<file path="src/rtl/irq3_pkg.sv">
package irq3_pkg;
  localparam int unsigned NSRC   = 3;
  localparam int unsigned CSR_W  = 16;
  localparam int unsigned IDX_W  = $clog2(NSRC);
  localparam int unsigned CODE_W = 3;

  // field positions (decoded by the processor's software)
  localparam int unsigned FLAG_LO  = 13;
  localparam int unsigned MASK_LO  = 10;
  localparam int unsigned XPROC_B  = 9;
  localparam int unsigned GEN_B    = 8;
  localparam int unsigned CODE_LO  = 5;
  localparam int unsigned CLR_LO   = 2;
  localparam int unsigned RSVD_W   = CLR_LO;

  typedef logic [IDX_W-1:0] src_idx_t;
  typedef src_idx_t order_t [NSRC];

  // ranking: element 0 is the highest-priority source
  function automatic order_t rank_of(input logic [CODE_W-1:0] code);
    order_t o;
    case (code)
      3'd1:    begin o[0] = 2'd0; o[1] = 2'd2; o[2] = 2'd1; end
      3'd2:    begin o[0] = 2'd1; o[1] = 2'd0; o[2] = 2'd2; end
      3'd3:    begin o[0] = 2'd1; o[1] = 2'd2; o[2] = 2'd0; end
      3'd4:    begin o[0] = 2'd2; o[1] = 2'd0; o[2] = 2'd1; end
      3'd5:    begin o[0] = 2'd2; o[1] = 2'd1; o[2] = 2'd0; end
      default: begin o[0] = 2'd0; o[1] = 2'd1; o[2] = 2'd2; end
    endcase
    return o;
  endfunction
endpackage

</file>
<file path="src/rtl/irq3_flags.sv">
module irq3_flags
  import irq3_pkg::*;
#(
  parameter int unsigned N = NSRC
) (
  input  logic         clk,
  input  logic         rst_n,
  input  logic [N-1:0] set_i,
  input  logic [N-1:0] clr_i,
  output logic [N-1:0] flags_o
);
  for (genvar g = 0; g < N; g++) begin : g_flag
    always_ff @(posedge clk or negedge rst_n) begin
      if (!rst_n)         flags_o[g] <= 1'b0;
      else if (set_i[g])  flags_o[g] <= 1'b1;   // new request wins over clear
      else if (clr_i[g])  flags_o[g] <= 1'b0;
    end
  end
endmodule

</file>
<file path="src/rtl/irq3_cfg.sv">
module irq3_cfg
  import irq3_pkg::*;
#(
  parameter int unsigned N = NSRC
) (
  input  logic              clk,
  input  logic              rst_n,
  input  logic              wr_i,
  input  logic [CSR_W-1:0]  wdata_i,
  output logic [N-1:0]      mask_o,
  output logic              gen_o,
  output logic              xproc_o,
  output logic [CODE_W-1:0] code_o,
  output logic [N-1:0]      clr_o
);
  always_ff @(posedge clk or negedge rst_n) begin
    if (!rst_n) begin
      mask_o  <= '0;
      gen_o   <= 1'b0;
      xproc_o <= 1'b0;
      code_o  <= '0;
    end else if (wr_i) begin
      mask_o  <= wdata_i[MASK_LO +: N];
      gen_o   <= wdata_i[GEN_B];
      xproc_o <= wdata_i[XPROC_B];
      code_o  <= wdata_i[CODE_LO +: CODE_W];
    end
  end

  assign clr_o = wr_i ? wdata_i[CLR_LO +: N] : '0;
endmodule

</file>
<file path="src/rtl/irq3_resolve.sv">
module irq3_resolve
  import irq3_pkg::*;
(
  input  logic [NSRC-1:0]   offer_i,
  input  logic [CODE_W-1:0] code_i,
  output logic              req_o,
  output src_idx_t          vec_o
);
  order_t ord;

  always_comb begin
    ord   = rank_of(code_i);
    req_o = 1'b0;
    vec_o = '0;
    // walk from lowest rank up so the highest-ranked offered source is last
    for (int k = NSRC - 1; k >= 0; k--) begin
      if (offer_i[ord[k]]) begin
        req_o = 1'b1;
        vec_o = ord[k];
      end
    end
  end
endmodule

</file>
<file path="src/rtl/irq3_ctrl.sv">
module irq3_ctrl
  import irq3_pkg::*;
(
  input  logic             clk,
  input  logic             rst_n,
  input  logic [2:0]       irq_pulse_i,
  input  logic             csr_wr_i,
  input  logic [15:0]      csr_wdata_i,
  output logic [15:0]      csr_rdata_o,
  output logic             irq_req_o,
  output logic [1:0]       irq_vec_o,
  output logic             xproc_irq_o
);
  logic [NSRC-1:0]   flags, mask, clr, offer;
  logic              gen;
  logic [CODE_W-1:0] code;

  irq3_cfg #(.N(NSRC)) u_cfg (
    .clk(clk), .rst_n(rst_n), .wr_i(csr_wr_i), .wdata_i(csr_wdata_i),
    .mask_o(mask), .gen_o(gen), .xproc_o(xproc_irq_o), .code_o(code),
    .clr_o(clr)
  );

  irq3_flags #(.N(NSRC)) u_flags (
    .clk(clk), .rst_n(rst_n), .set_i(irq_pulse_i), .clr_i(clr),
    .flags_o(flags)
  );

  assign offer = flags & mask & {NSRC{gen}};

  irq3_resolve u_res (
    .offer_i(offer), .code_i(code), .req_o(irq_req_o), .vec_o(irq_vec_o)
  );

  assign csr_rdata_o = {flags, mask, xproc_irq_o, gen, code, {NSRC{1'b0}}, {RSVD_W{1'b0}}};
endmodule

</file>
<file path="config.mk">
export PLATFORM = sky130hd
export DESIGN_NAME = irq3_ctrl
export DESIGN_NICKNAME = d
export VERILOG_FILES = /design/src/rtl/irq3_pkg.sv /design/src/rtl/irq3_flags.sv /design/src/rtl/irq3_cfg.sv /design/src/rtl/irq3_resolve.sv /design/src/rtl/irq3_ctrl.sv
export SDC_FILE = /design/constraint.sdc
export NUM_CORES = 1
export LEC_CHECK = 0
export ABC_AREA = 0
export BUFFER_PORTS_ARGS = -buffer_cell sky130_fd_sc_hd__buf_4
export CORE_MARGIN = 10
export CORE_UTILIZATION = 25
export CTS_BUF_LIST = sky130_fd_sc_hd__clkbuf_4
export DETAILED_ROUTE_END_ITERATION = 10
export PLACE_DENSITY = 0.59
export SETUP_SLACK_MARGIN = 0.05
export SYNTH_ARGS = -nofsm -noshare
export SYNTH_HDL_FRONTEND = slang
export SYNTH_SLANG_ARGS = --single-unit
</file>
<file path="constraint.sdc">
create_clock -name clk -period 0.9 [get_ports clk]
set_input_delay 0.135 -clock clk [delete_from_list [all_inputs] [get_ports clk]]
set_output_delay 0.135 -clock clk [all_outputs]
set_load 0.02 [all_outputs]
</file>
# Yosys cells after proc, flatten, opt, wreduce, memory -nomap -nowiden
# Cells that the tools add are included.
[totals] elab_cells=40 out_inout_bits=20 ff_bits=11 inputBits=22
[classes] n_bitwise=2 muxes=20 eq_ne=5 magnitude_cmp=3 n_reduce_logical=3
[ops] cell="one-hot mux 6 bit (5 select lines)" n=1
[ops] cell="two-way mux 1 bit" n=12
[ops] cell="less-than comparator 2 x 3 -> 1 bit (second input constant)" n=3
[ops] cell="bitwise AND 3 bit" n=2
[ops] cell="binary-select mux 1 bit (select 2 bit)" n=3
[ops] cell="equality test 3 x 2 -> 1 bit (second input constant)" n=2
[ops] cell="equality test 3 bit (second input constant)" n=2
[ops] cell="two-way mux 2 bit" n=3
[ops] cell="nonzero test 2 bit" n=3
[ops] cell="equality test 3 x 1 -> 1 bit (second input constant)" n=1
[ops] cell="two-way mux 3 bit" n=1

# Depth between registers and ports, before layout
# Gate-level depths: netlist (run 1).
[logic_depth] word_depth=7 ltp_mapped=3 mapped_depth_nobuf=3

# Hierarchy
# A second synthesis (run 1) with hierarchy kept.
[unflattened] cells_unflattened=52 hier_area_um2=609.3
[by_module_without_submodules] mod="irq3_cfg" seq_area_each_um2=200.2 cells_each=20 n_inst=1 area_per_inst_um2=350.3
[by_module_without_submodules] mod="irq3_flags" seq_area_each_um2=75.1 cells_each=9 n_inst=1 area_per_inst_um2=108.9
[by_module_without_submodules] mod="irq3_ctrl" seq_area_each_um2=0.0 cells_each=11 n_inst=1 area_per_inst_um2=75.1
[by_module_without_submodules] mod="irq3_resolve" seq_area_each_um2=0.0 cells_each=12 n_inst=1 area_per_inst_um2=75.1

# Worst setup path after synthesis (run 1)
# No wires, ideal clock.
[synth_path] kind="reg-to-output" from="register u_cfg.code_o[1]" to="output irq_vec_o[0]" slack_ns=-0.414 path_stages_with_launch=4 n_path_buf=0 arrival_ns=1.179 t_required_ns=0.765 cell_sequence="dfrtp_1 and3b_1 o21ai_1 a31oi_1"
[synth_between] elab_chain_len=7 elab_cells_between_ends=15 cone_classes="5 x eq/ne; 10 x mux"
[synth_rtl] item="from (decl)" line_no="irq3_cfg.sv:13" source="output logic [CODE_W-1:0] code_o,"
[synth_rtl] item="from (signal assigned)" line_no="irq3_cfg.sv:26" source="code_o <= wdata_i[CODE_LO +: CODE_W];"
[synth_rtl] item="equality test 3 bit (tied with other cells)" line_no="irq3_pkg.sv:22" source="case (code)"
[synth_rtl] item="one-hot mux 6 bit (5 select lines) (*)" line_no="irq3_pkg.sv:22"
[synth_rtl] item="binary-select mux 1 bit (select 2 bit)" line_no="irq3_resolve.sv:17" source="if (offer_i[ord[k]]) begin"
[synth_rtl] item="two-way mux 1 bit (implied by the code)" line_no="irq3_resolve.sv:17"
[synth_rtl] item="two-way mux 2 bit (2 in a row)" line_no="irq3_resolve.sv:17"
[synth_rtl] item="two-way mux 2 bit (*)" line_no="irq3_resolve.sv:17"
[synth_rtl] item="to (decl)" line_no="irq3_ctrl.sv:11" source="output logic [1:0] irq_vec_o,"
# Mark *: on every way between the ends. The rest lies on a longest branch, timed or not. The select of a mux whose other input is x is not followed.

# Final worst setup path (run 1)
[layout_path] from="register u_cfg.gen_o" to="output irq_vec_o[1]"
[layout_between] elab_chain_len=6 elab_cells_between_ends=10 cone_classes="9 x mux; 1 x bitwise"
[layout_rtl] item="from (decl)" line_no="irq3_cfg.sv:11" source="output logic gen_o,"
[layout_rtl] item="from (signal assigned)" line_no="irq3_cfg.sv:24" source="gen_o <= wdata_i[GEN_B];"
[layout_rtl] item="bitwise AND 3 bit (*)" line_no="irq3_ctrl.sv:29" source="assign offer = flags & mask & {NSRC{gen}};"
[layout_rtl] item="binary-select mux 1 bit (select 2 bit)" line_no="irq3_resolve.sv:17"
[layout_rtl] item="two-way mux 1 bit (implied by the code)" line_no="irq3_resolve.sv:17"
[layout_rtl] item="two-way mux 2 bit (2 in a row)" line_no="irq3_resolve.sv:17"
[layout_rtl] item="two-way mux 2 bit (*)" line_no="irq3_resolve.sv:17"
# Marks and branches as above.

==> results by group, run 1 <==
Power
  – VDD IR max: 0.0008705 V
  – P per Cell Area: 1421 mW/mm2
  – Pleak: 0.5243 nW

Clock network
  – Max clock buf depth: 2
  – Clk root buf: clkbuf_4
  – CTS tree: done
  – Clk Latency, worst-skew pair: 260 ps
  – Num CTS Buffers: 3
  – Worst-path clk slew: 70 ps
  – Clock sinks: 11
  – H-tree Lvls: 1

Worst setup path
  – Crit-path slowest cell: dfrtp_2
  – Critical path required time: 760 ps
  – Startpoint class of the critical path: register
  – WP data arrival: 1270 ps
  – CP endpoint kind: output pin
  – Crit Path Max Fanout: 6
  – CP Cell Sequence: nand3_4 -> nand3b_1 -> a31oi_4 -> buf_6
  – Worst path max stage delay: 460 ps
  – Critical path type: register to output pin

Timing
  – Final Skew: 0 ps
  – Fin. Hold Viols: 0
  – Final worst slack: -507.4 ps
  – Fin. max-slew vios: 0
  – Hold WS: 50.61 ps
  – RSZ-0062 raised after global routing: true
  – Fin crit period: 1407 ps
  – Final setup vio count: 22
  – Period utilization: 156.4%
  – FMAX: 0.7105 GHz

Outcome
  – Failing checks: setup timing
  – Status: finished, violations left

Floorplanning
  – Initial core utilization: 25.89%
  – CORE AREA: 0.002170 mm2
  – I/O Pins: 42
  – Die Wd: 67.41 um
  – Row count: 17
  – Total die area: 0.004543 mm2
  – DIE HEIGHT: 67.41 um

Synth
  – Yosys cell types: 19
  – #FFs+latches synth: 11
  – Synth warn: 0
  – Seq/Total Area, Yosys: 49.00%
  – Syn Std Cell Area: 561.8 um2
  – Syn avg cell area: 11.24 um2
  – Syn Inst Count: 50

Global route
  – Largest net degree at the start of global routing: 12
  – Global-route wire length before repair: 2.573 mm
  – GRT Total Usage: 7.215%
  – Number of antenna violations at the first check in global routing: 0
  – M3 GR Usage: 4.132%
  – Number of global-route vias before repair: 609
  – M2 GR Usage: 12.32%
  – Total grt overflow: 0
  – Met1 usage: 7.312%
  – GRT busiest layer: met2

Cells and area
  – # diodes: 0
  – Nets@finish: 122
  – Final Non-Filler Cells: 127
  – Layout area overhead: 99.56%
  – Fraction of layout cells with a size suffix above 1: 77.78%

Routing
  – Routed via count: 521
  – DRT Wirelength: 1.635 mm
  – Vias per cell: 4.102
  – Initial DRT Pass Iterations: 2
  – Antenna Violating Nets Remaining: 0
  – Routed WL per cell: 12.87 um
  – Post-route DRC: 0
  – First DRT Iteration DRCs: 4

Run
  – MaxCap Viol Count: 0

Place
  – Buffers on Ports: 31
  – Inst Count DP: 118
  – HPWL Detailed: 1.325 mm
  – Final GP Congestion: 0.7734

Min path
  – Hold WC Path Type: input pin to register
==> cell usage in the layout, fill, tap and decap left out, types with 2 or more instances in the layout <==
cell | synthesis | layout
mux2_4 | 0 | 2
nand3_4 | 0 | 2
buf_6 | 1 | 26
a21o_1 | 3 | 3
nand2_1 | 4 | 4
dfrtp_2 | 0 | 10
conb_1 | 1 | 5
buf_4 | 7 | 22
o21ai_1 | 1 | 2
clkbuf_4 | 0 | 4
nand3_2 | 1 | 2
mux2_2 | 8 | 6
==> power by group <==
part	switching, W	leakage, nW	internal [W]
clock	0.000150	0.0184	0.000201
sequential	0.0000566	0.115	0.000547
combinational	0.000269	0.391	0.000369
==> cell families (layout without fill, tap and decap cells) <==
logic type	after synthesis	in the layout	synth area share, %
flops	11	11	49.00
buf+inv	9	54	12.03
compound gates	8	8	8.905
mux	8	8	16.04
simple gates	13	13	13.36
other cells	1	5	0.6675
==> registers in the layout, indices dropped and copies added (netlist names) <==
register and cells:
u_cfg.mask_o 3, u_flags.flags_o 3, u_cfg.xproc_o 1, u_cfg.code_o 3, u_cfg.gen_o 1
==> synth_stat cells, drive strengths merged <==
master,n,share of area (%)
conb,1,0.67
inv,1,0.67
a21o,3,4.0
nand3b,1,1.3
a31oi,2,2.2
nand4b,1,1.6
o21ai,2,1.8
nor2,1,0.67
a21oi,1,0.89
and3b,1,1.6
nor2b,1,1.1
buf,8,11
mux2,8,16
nand3,4,4.5
nand2,4,2.7
dfrtp,11,49
==> final timing paths <==
kind	to	cells after the start	slack (ps)	start
min in group asynchronous	u_flags.flags_o[0]	2	230	rst_n
max in group asynchronous	u_cfg.mask_o[2]	2	510	rst_n
min	u_flags.flags_o[0]	2	50	irq_pulse_i[0]
max	irq_vec_o[1]	4	-510	u_cfg.gen_o
max reg2reg	u_cfg.code_o[1]	3	-150	u_cfg.code_o[1]
min reg2reg	u_cfg.xproc_o	1	590	u_cfg.xproc_o
==> cell type report <==
| class | count | area, um2 |
|---|---|---|
| fill | 201 | 1049 |
| timing repair buffer | 49 | 467.9 |
| multi-input combinational | 34 | 296.5 |
| sequential | 11 | 287.8 |
| tap | 28 | 35.03 |
| clock buffer | 4 | 30.03 |
| inverter | 1 | 3.754 |
==> timing repair <==
item	in CTS	in global routing
hold buffers	1	0
endpoints found under the hold margin	11	0
resized for setup	23	9
buffers inserted	5	4
endpoints found under the setup margin	22	23
cloned	0	0
pin swaps	4	1
==> through the flow <==
stage	worst slack (ps)	instance area (um2)	setup TNS [ps]	power (W)	util, %
4_1_cts	-519.9	1091	-4074	0.001590	50.29
6_report	-507.4	1121	-4052	0.001593	51.67
2_1_floorplan	-284.5	644.4	-460.1	0.0008880	-
5_1_grt	-608.1	1121	-4998	0.001704	51.67
3_3_place_gp	-254.8	945.9	-747.4	0.001127	43.60
3_5_place_dp	-255.7	945.9	-824.9	0.001134	43.60
==> per-layer routing <==
layer / part of all wire (%) / up-vias
li1: - / 261
met1: 37 / 235
met2: 49 / 25
met3: 14 / 0
met4: 0 / 0
met5: 0 / -
==> worst max-delay path, delay by kind of cell (launching register included) <==
family                 cells  cell delay (ps)
AO/OA/AOI/OAI              1              180
flip-flops                 1              460
AND/OR/NAND/NOR            2              240
buffers and inverters      1              130
No activity file was read; power rests on OpenSTA's default activity.
==> run 2: changes to the inputs <==
- HOLD_SLACK_MARGIN: unset -> 0.06
==> results by group, run 2 (synthesized netlist as in run 1, its figures left out) <==
Routing
  – Antenna Violating Nets Remaining: 0
  – Routed via count: 536
  – Initial DRT Pass Iterations: 2
  – Vias per cell: 4.123
  – DRT Wirelength: 1.660 mm
  – Post-route DRC: 0
  – First DRT Iteration DRCs: 5
  – Routed WL per cell: 12.77 um

Cells and area
  – # fillers: 194
  – Layout area overhead: 104.9%
  – Fraction of layout cells with a size suffix above 1: 75.49%
  – # diodes: 0
  – Most frequent cells in the layout: buf_6 (26), buf_4 (22), dfrtp_2 (10)
  – Commonest non-fill, non-tap cell in the layout: buf_6
  – Nets@finish: 125
  – Top Registers: u_cfg.code_o (3), u_cfg.mask_o (3), u_flags.flags_o (3)

Min path
  – Min-delay src: csr_wdata_i[7]
  – Hold WC Path Type: input pin to register

Clock network
  – H-tree Lvls: 1
  – CTS tree: done
  – Max clock buf depth: 2
  – Clock sinks: 11
  – Clk root buf: clkbuf_4
  – Num CTS Buffers: 3
  – Worst-path clk slew: 70 ps
  – Clk Latency, worst-skew pair: 260 ps

Timing
  – Final setup vio count: 22
  – RSZ-0062 raised after global routing: true
  – Final TNS setup: -4050 ps
  – Fin crit period: 1407 ps
  – FMAX: 0.7105 GHz
  – Period utilization: 156.4%
  – Final Skew: 0 ps
  – Final worst slack: -507.4 ps
  – Fin. Hold Viols: 0
  – Fin. max-slew vios: 0

Outcome
  – Failing checks: setup timing
  – Status: finished, violations left

Worst setup path
  – WP data arrival: 1270 ps
  – Crit-path slowest cell: dfrtp_2
  – Crit Path Max Fanout: 6
  – Worst path max stage delay: 460 ps
  – Critical path type: register to output pin
  – Critical path required time: 760 ps
  – Startpoint class of the critical path: register
  – Worst r2r src: u_cfg.code_o[1]
  – Worst path buffer plus inverter count: 1
  – Worst Setup SP: u_cfg.gen_o
  – Top Family by Delay on Critical Path: flip-flops
  – CP endpoint kind: output pin
  – CP Cell Sequence: nand3_4 -> nand3b_1 -> a31oi_4 -> buf_6

Place
  – Pre-CTS setup slack: -255.7 ps
  – HPWL Detailed: 1.325 mm
  – Buffers on Ports: 31
  – Final GP Congestion: 0.7734

Global route
  – GRT Total Usage: 7.383%
  – Number of antenna violations at the first check in global routing: 0
  – Global-route wire length before repair: 2.642 mm
  – Largest net degree at the start of global routing: 12
  – Total grt overflow: 0
  – Number of global-route vias before repair: 626

Floorplanning
  – CORE AREA: 0.002170 mm2
  – I/O Pins: 42
  – DIE HEIGHT: 67.41 um
  – Initial core utilization: 25.89%
  – Total die area: 0.004543 mm2
  – Die Wd: 67.41 um
  – Row count: 17

Power
  – P per Cell Area: 1393 mW/mm2
  – Comb power frac: 40.5%
  – Pleak: 0.5369 nW
  – VDD IR max: 0.0008719 V
  – Reg power frac: 37.6%
  – Net load switching power: 0.0004785 W
  – Internal cell power: 0.001125 W
  – Clk pwr share: 21.9%
  – Sw Ratio: 29.83%

Run
  – MaxCap Viol Count: 0
-- run 2: cell count changes in the layout (fill, tap and decap cells not counted) --
cell / before / now
dlygate4sd3_1: 1 / 4
-- run 2: worst paths after layout --
| check | endpoint | slack, ps | cells past startpoint |
|---|---|---|---|
| min in group asynchronous | u_flags.flags_o[0] | 230 | 2 |
| max in group asynchronous | u_cfg.mask_o[2] | 510 | 2 |
| min | u_cfg.code_o[2] | 100 | 2 |
| max reg2reg | u_cfg.code_o[1] | -150 | 3 |
| max | irq_vec_o[1] | -510 | 4 |
| min reg2reg | u_cfg.xproc_o | 590 | 1 |
-- run 2: power by group through the flow --
stage | Combinational, W | Clock (W) | Sequential, W
2_1_floorplan | 0.000227 | 0 | 0.000661
3_3_place_gp | 0.000519 | 0 | 0.000608
3_5_place_dp | 0.000525 | 0 | 0.000609
4_1_cts | 0.000629 | 0.000367 | 0.000604
5_1_grt | 0.000699 | 0.000407 | 0.000610
6_report | 0.000649 | 0.000351 | 0.000604
-- run 2: per-layer routing --
metal / vias to the layer above / track usage (%) / part of all wire, %
met2: 25 / 12.56 / 49
li1: 267 / - / -
met5: - / 0 / 0
met3: 0 / 4.132 / 14
met1: 244 / 7.597 / 37
met4: 0 / 2.308 / 0
-- run 2: what timing repair did --
| action | 4_1_cts | 5_1_grt |
|---|---|---|
| hold endpoints to repair | 14 | 0 |
| setup buffers | 5 | 4 |
| gates cloned | 0 | 0 |
| hold buffers | 4 | 0 |
| pin swaps | 4 | 1 |
| setup endpoints to repair | 22 | 23 |
| resized for setup | 23 | 9 |
-- run 2: final cells by class --
cell class	instances	area, um2	share of cell area, %
tap	28	35.03	3.043
clock buffer	4	30.03	2.609
sequential	11	287.8	25.00
multi-input combinational	34	296.5	25.76
inverter	1	3.754	0.3261
timing repair buffer	52	498.0	43.26
-- run 2: through the flow --
stage | utilization [%] | hold slack, ps | power (W) | area, um2 | cells
final | 53.06 | 103.6 | 0.001604 | 1151 | 130
after detailed placement | 43.60 | -22.87 | 0.001134 | 945.9 | 118
after floorplan | - | -160.6 | 0.0008880 | 644.4 | 54
after global routing | 53.06 | 85.92 | 0.001716 | 1151 | 130
after CTS | 51.67 | 95.67 | 0.001600 | 1121 | 129
after global placement | 43.60 | -23.91 | 0.001127 | 945.9 | 118
-- run 2: worst register-to-register path, cell delays in order (launching register included) --
cell and delay (ps):
dfrtp_2 430, buf_4 140, buf_4 130, mux2_2 250
==> run 3: changes to the inputs <==
- CELL_PAD_IN_SITES_DETAIL_PLACEMENT: unset -> 0
- CELL_PAD_IN_SITES_GLOBAL_PLACEMENT: unset -> 2
- CORE_MARGIN: 10 -> unset
- CORE_UTILIZATION: 25 -> 20
- PLACE_DENSITY: 0.59 -> 0.8
==> results by group, run 3 (synthesized netlist as in run 1, its figures left out) <==
Outcome
  – Status: finished, violations left
  – Failing checks: setup timing

Clock network
  – Num CTS Buffers: 3
  – Clk Latency, worst-skew pair: 260 ps
  – Clk root buf: clkbuf_4
  – H-tree Lvls: 1
  – Clock sinks: 11
  – Worst-path clk slew: 70 ps
  – CTS tree: done
  – Max clock buf depth: 2

Timing
  – Fin. Hold Viols: 0
  – Fin crit period: 1431 ps
  – RSZ-0062 raised after global routing: true
  – FMAX: 0.6988 GHz
  – Final setup vio count: 22
  – Final worst slack: -531.1 ps
  – Period utilization: 159.0%
  – Fin. max-slew vios: 0
  – Final Skew: 0 ps
  – Final TNS setup: -4329 ps

Floorplanning
  – DIE HEIGHT: 55 um
  – CORE AREA: 0.002567 mm2
  – Total die area: 0.003025 mm2
  – Die Wd: 55 um
  – Row count: 18
  – Initial core utilization: 21.88%
  – I/O Pins: 42

Routing
  – Routed WL per cell: 11.13 um
  – Antenna Violating Nets Remaining: 0
  – DRT Wirelength: 1.491 mm
  – Vias per cell: 4.164
  – Post-route DRC: 0
  – Initial DRT Pass Iterations: 1
  – First DRT Iteration DRCs: 0
  – Routed via count: 558

Worst setup path
  – Top Family by Delay on Critical Path: flip-flops
  – CP endpoint kind: output pin
  – Startpoint class of the critical path: register
  – WP data arrival: 1300 ps
  – Critical path type: register to output pin
  – Worst path buffer plus inverter count: 1
  – Worst path max stage delay: 460 ps
  – Crit Path Max Fanout: 6
  – Critical path required time: 760 ps
  – CP Cell Sequence: nand3_4 -> nand3b_1 -> a31oi_4 -> buf_6
  – Crit-path slowest cell: dfrtp_2

Global route
  – Largest net degree at the start of global routing: 12
  – Number of antenna violations at the first check in global routing: 0
  – Number of global-route vias before repair: 567
  – GRT Total Usage: 11.13%
  – Global-route wire length before repair: 2.339 mm
  – Total grt overflow: 0

Cells and area
  – Top Registers: u_cfg.code_o (3), u_cfg.mask_o (3), u_flags.flags_o (3)
  – Fraction of layout cells with a size suffix above 1: 75.96%
  – Layout area overhead: 106.2%
  – Most frequent cells in the layout: buf_4 (25), buf_6 (25), dfrtp_2 (10)
  – # fillers: 265
  – # diodes: 0
  – Nets@finish: 127

Place
  – HPWL Detailed: 1.097 mm
  – Buffers on Ports: 31
  – Final GP Congestion: 0.6671
  – Pre-CTS setup slack: -273.0 ps

Power
  – P per Cell Area: 1371 mW/mm2
  – VDD IR max: 0.0009702 V
  – Total Power: 0.001589 W
  – Pleak: 0.5389 nW

Min path
  – Hold WC Path Type: input pin to register

Run
  – MaxCap Viol Count: 0
run 3: changes by cell type in the layout (fill, tap and decap cells not counted), sizes merged:
cell and delta:
buf +2, clkbuf -1, clkinv +1
run 3: worst paths after layout:
check	from	to	slack, ps	cells past startpoint
min	csr_wdata_i[9]	u_cfg.xproc_o	100	2
max reg2reg	u_cfg.gen_o	u_cfg.gen_o	-180	3
max in group asynchronous	rst_n	u_cfg.code_o[1]	510	2
max	u_cfg.gen_o	irq_vec_o[1]	-530	4
min reg2reg	u_cfg.code_o[1]	u_cfg.code_o[1]	580	1
min in group asynchronous	rst_n	u_cfg.mask_o[0]	230	2
run 3: per-stage QoR:
stage / utilization, % / hold WS [ps] / instance area (um2) / instances
2_1_floorplan: - / -160.6 / 644.4 / 54
3_3_place_gp: 37.23 / -23.31 / 955.9 / 121
3_5_place_dp: 37.23 / -24.02 / 955.9 / 121
4_1_cts: 43.66 / 85.40 / 1121 / 131
5_1_grt: 45.13 / 76.45 / 1159 / 134
6_report: 45.13 / 95.79 / 1159 / 134
run 3: worst register-to-register path, delay by kind of cell (launching register included):
kind / cells / cell delay, ps
flip-flops: 1 / 460
buffers and inverters: 2 / 250
multiplexers: 1 / 250
run 3: cell type report:
type / count / area, um2 / share of cell area (%)
repair buffers: 54 / 509.2 / 43.95
well taps: 30 / 37.54 / 3.240
clock buffers: 3 / 22.52 / 1.944
multi-input cells: 34 / 292.8 / 25.27
clock inverters: 1 / 5.005 / 0.4320
inverters: 1 / 3.754 / 0.3240
flip-flops and latches: 11 / 287.8 / 24.84
run 3: power by group:
group          internal (W)  total, W  switching [W]  leakage [nW]
Clock              0.000164  0.000330       0.000165        0.0177
Combinational      0.000383  0.000654       0.000270         0.406
Sequential         0.000547  0.000605      0.0000585         0.115
Total               0.00109   0.00159       0.000494         0.539
run 3: metal layers:
layer,share of wire (%),global-route usage [%],up-vias,wire length (um)
met5,0,0,-,0
met2,54,18.67,19,804
met3,5.6,2.186,0,83
met4,0,6.250,0,0
li1,-,-,272,-
met1,40,13.17,267,603
run 3: timing repair:
action / 4_1_cts / 5_1_grt
endpoints found under the hold margin: 14 / 0
pin swaps: 3 / 1
endpoints found under the setup margin: 20 / 20
resized for setup: 23 / 6
buffers inserted: 2 / 5
hold buffers: 4 / 0
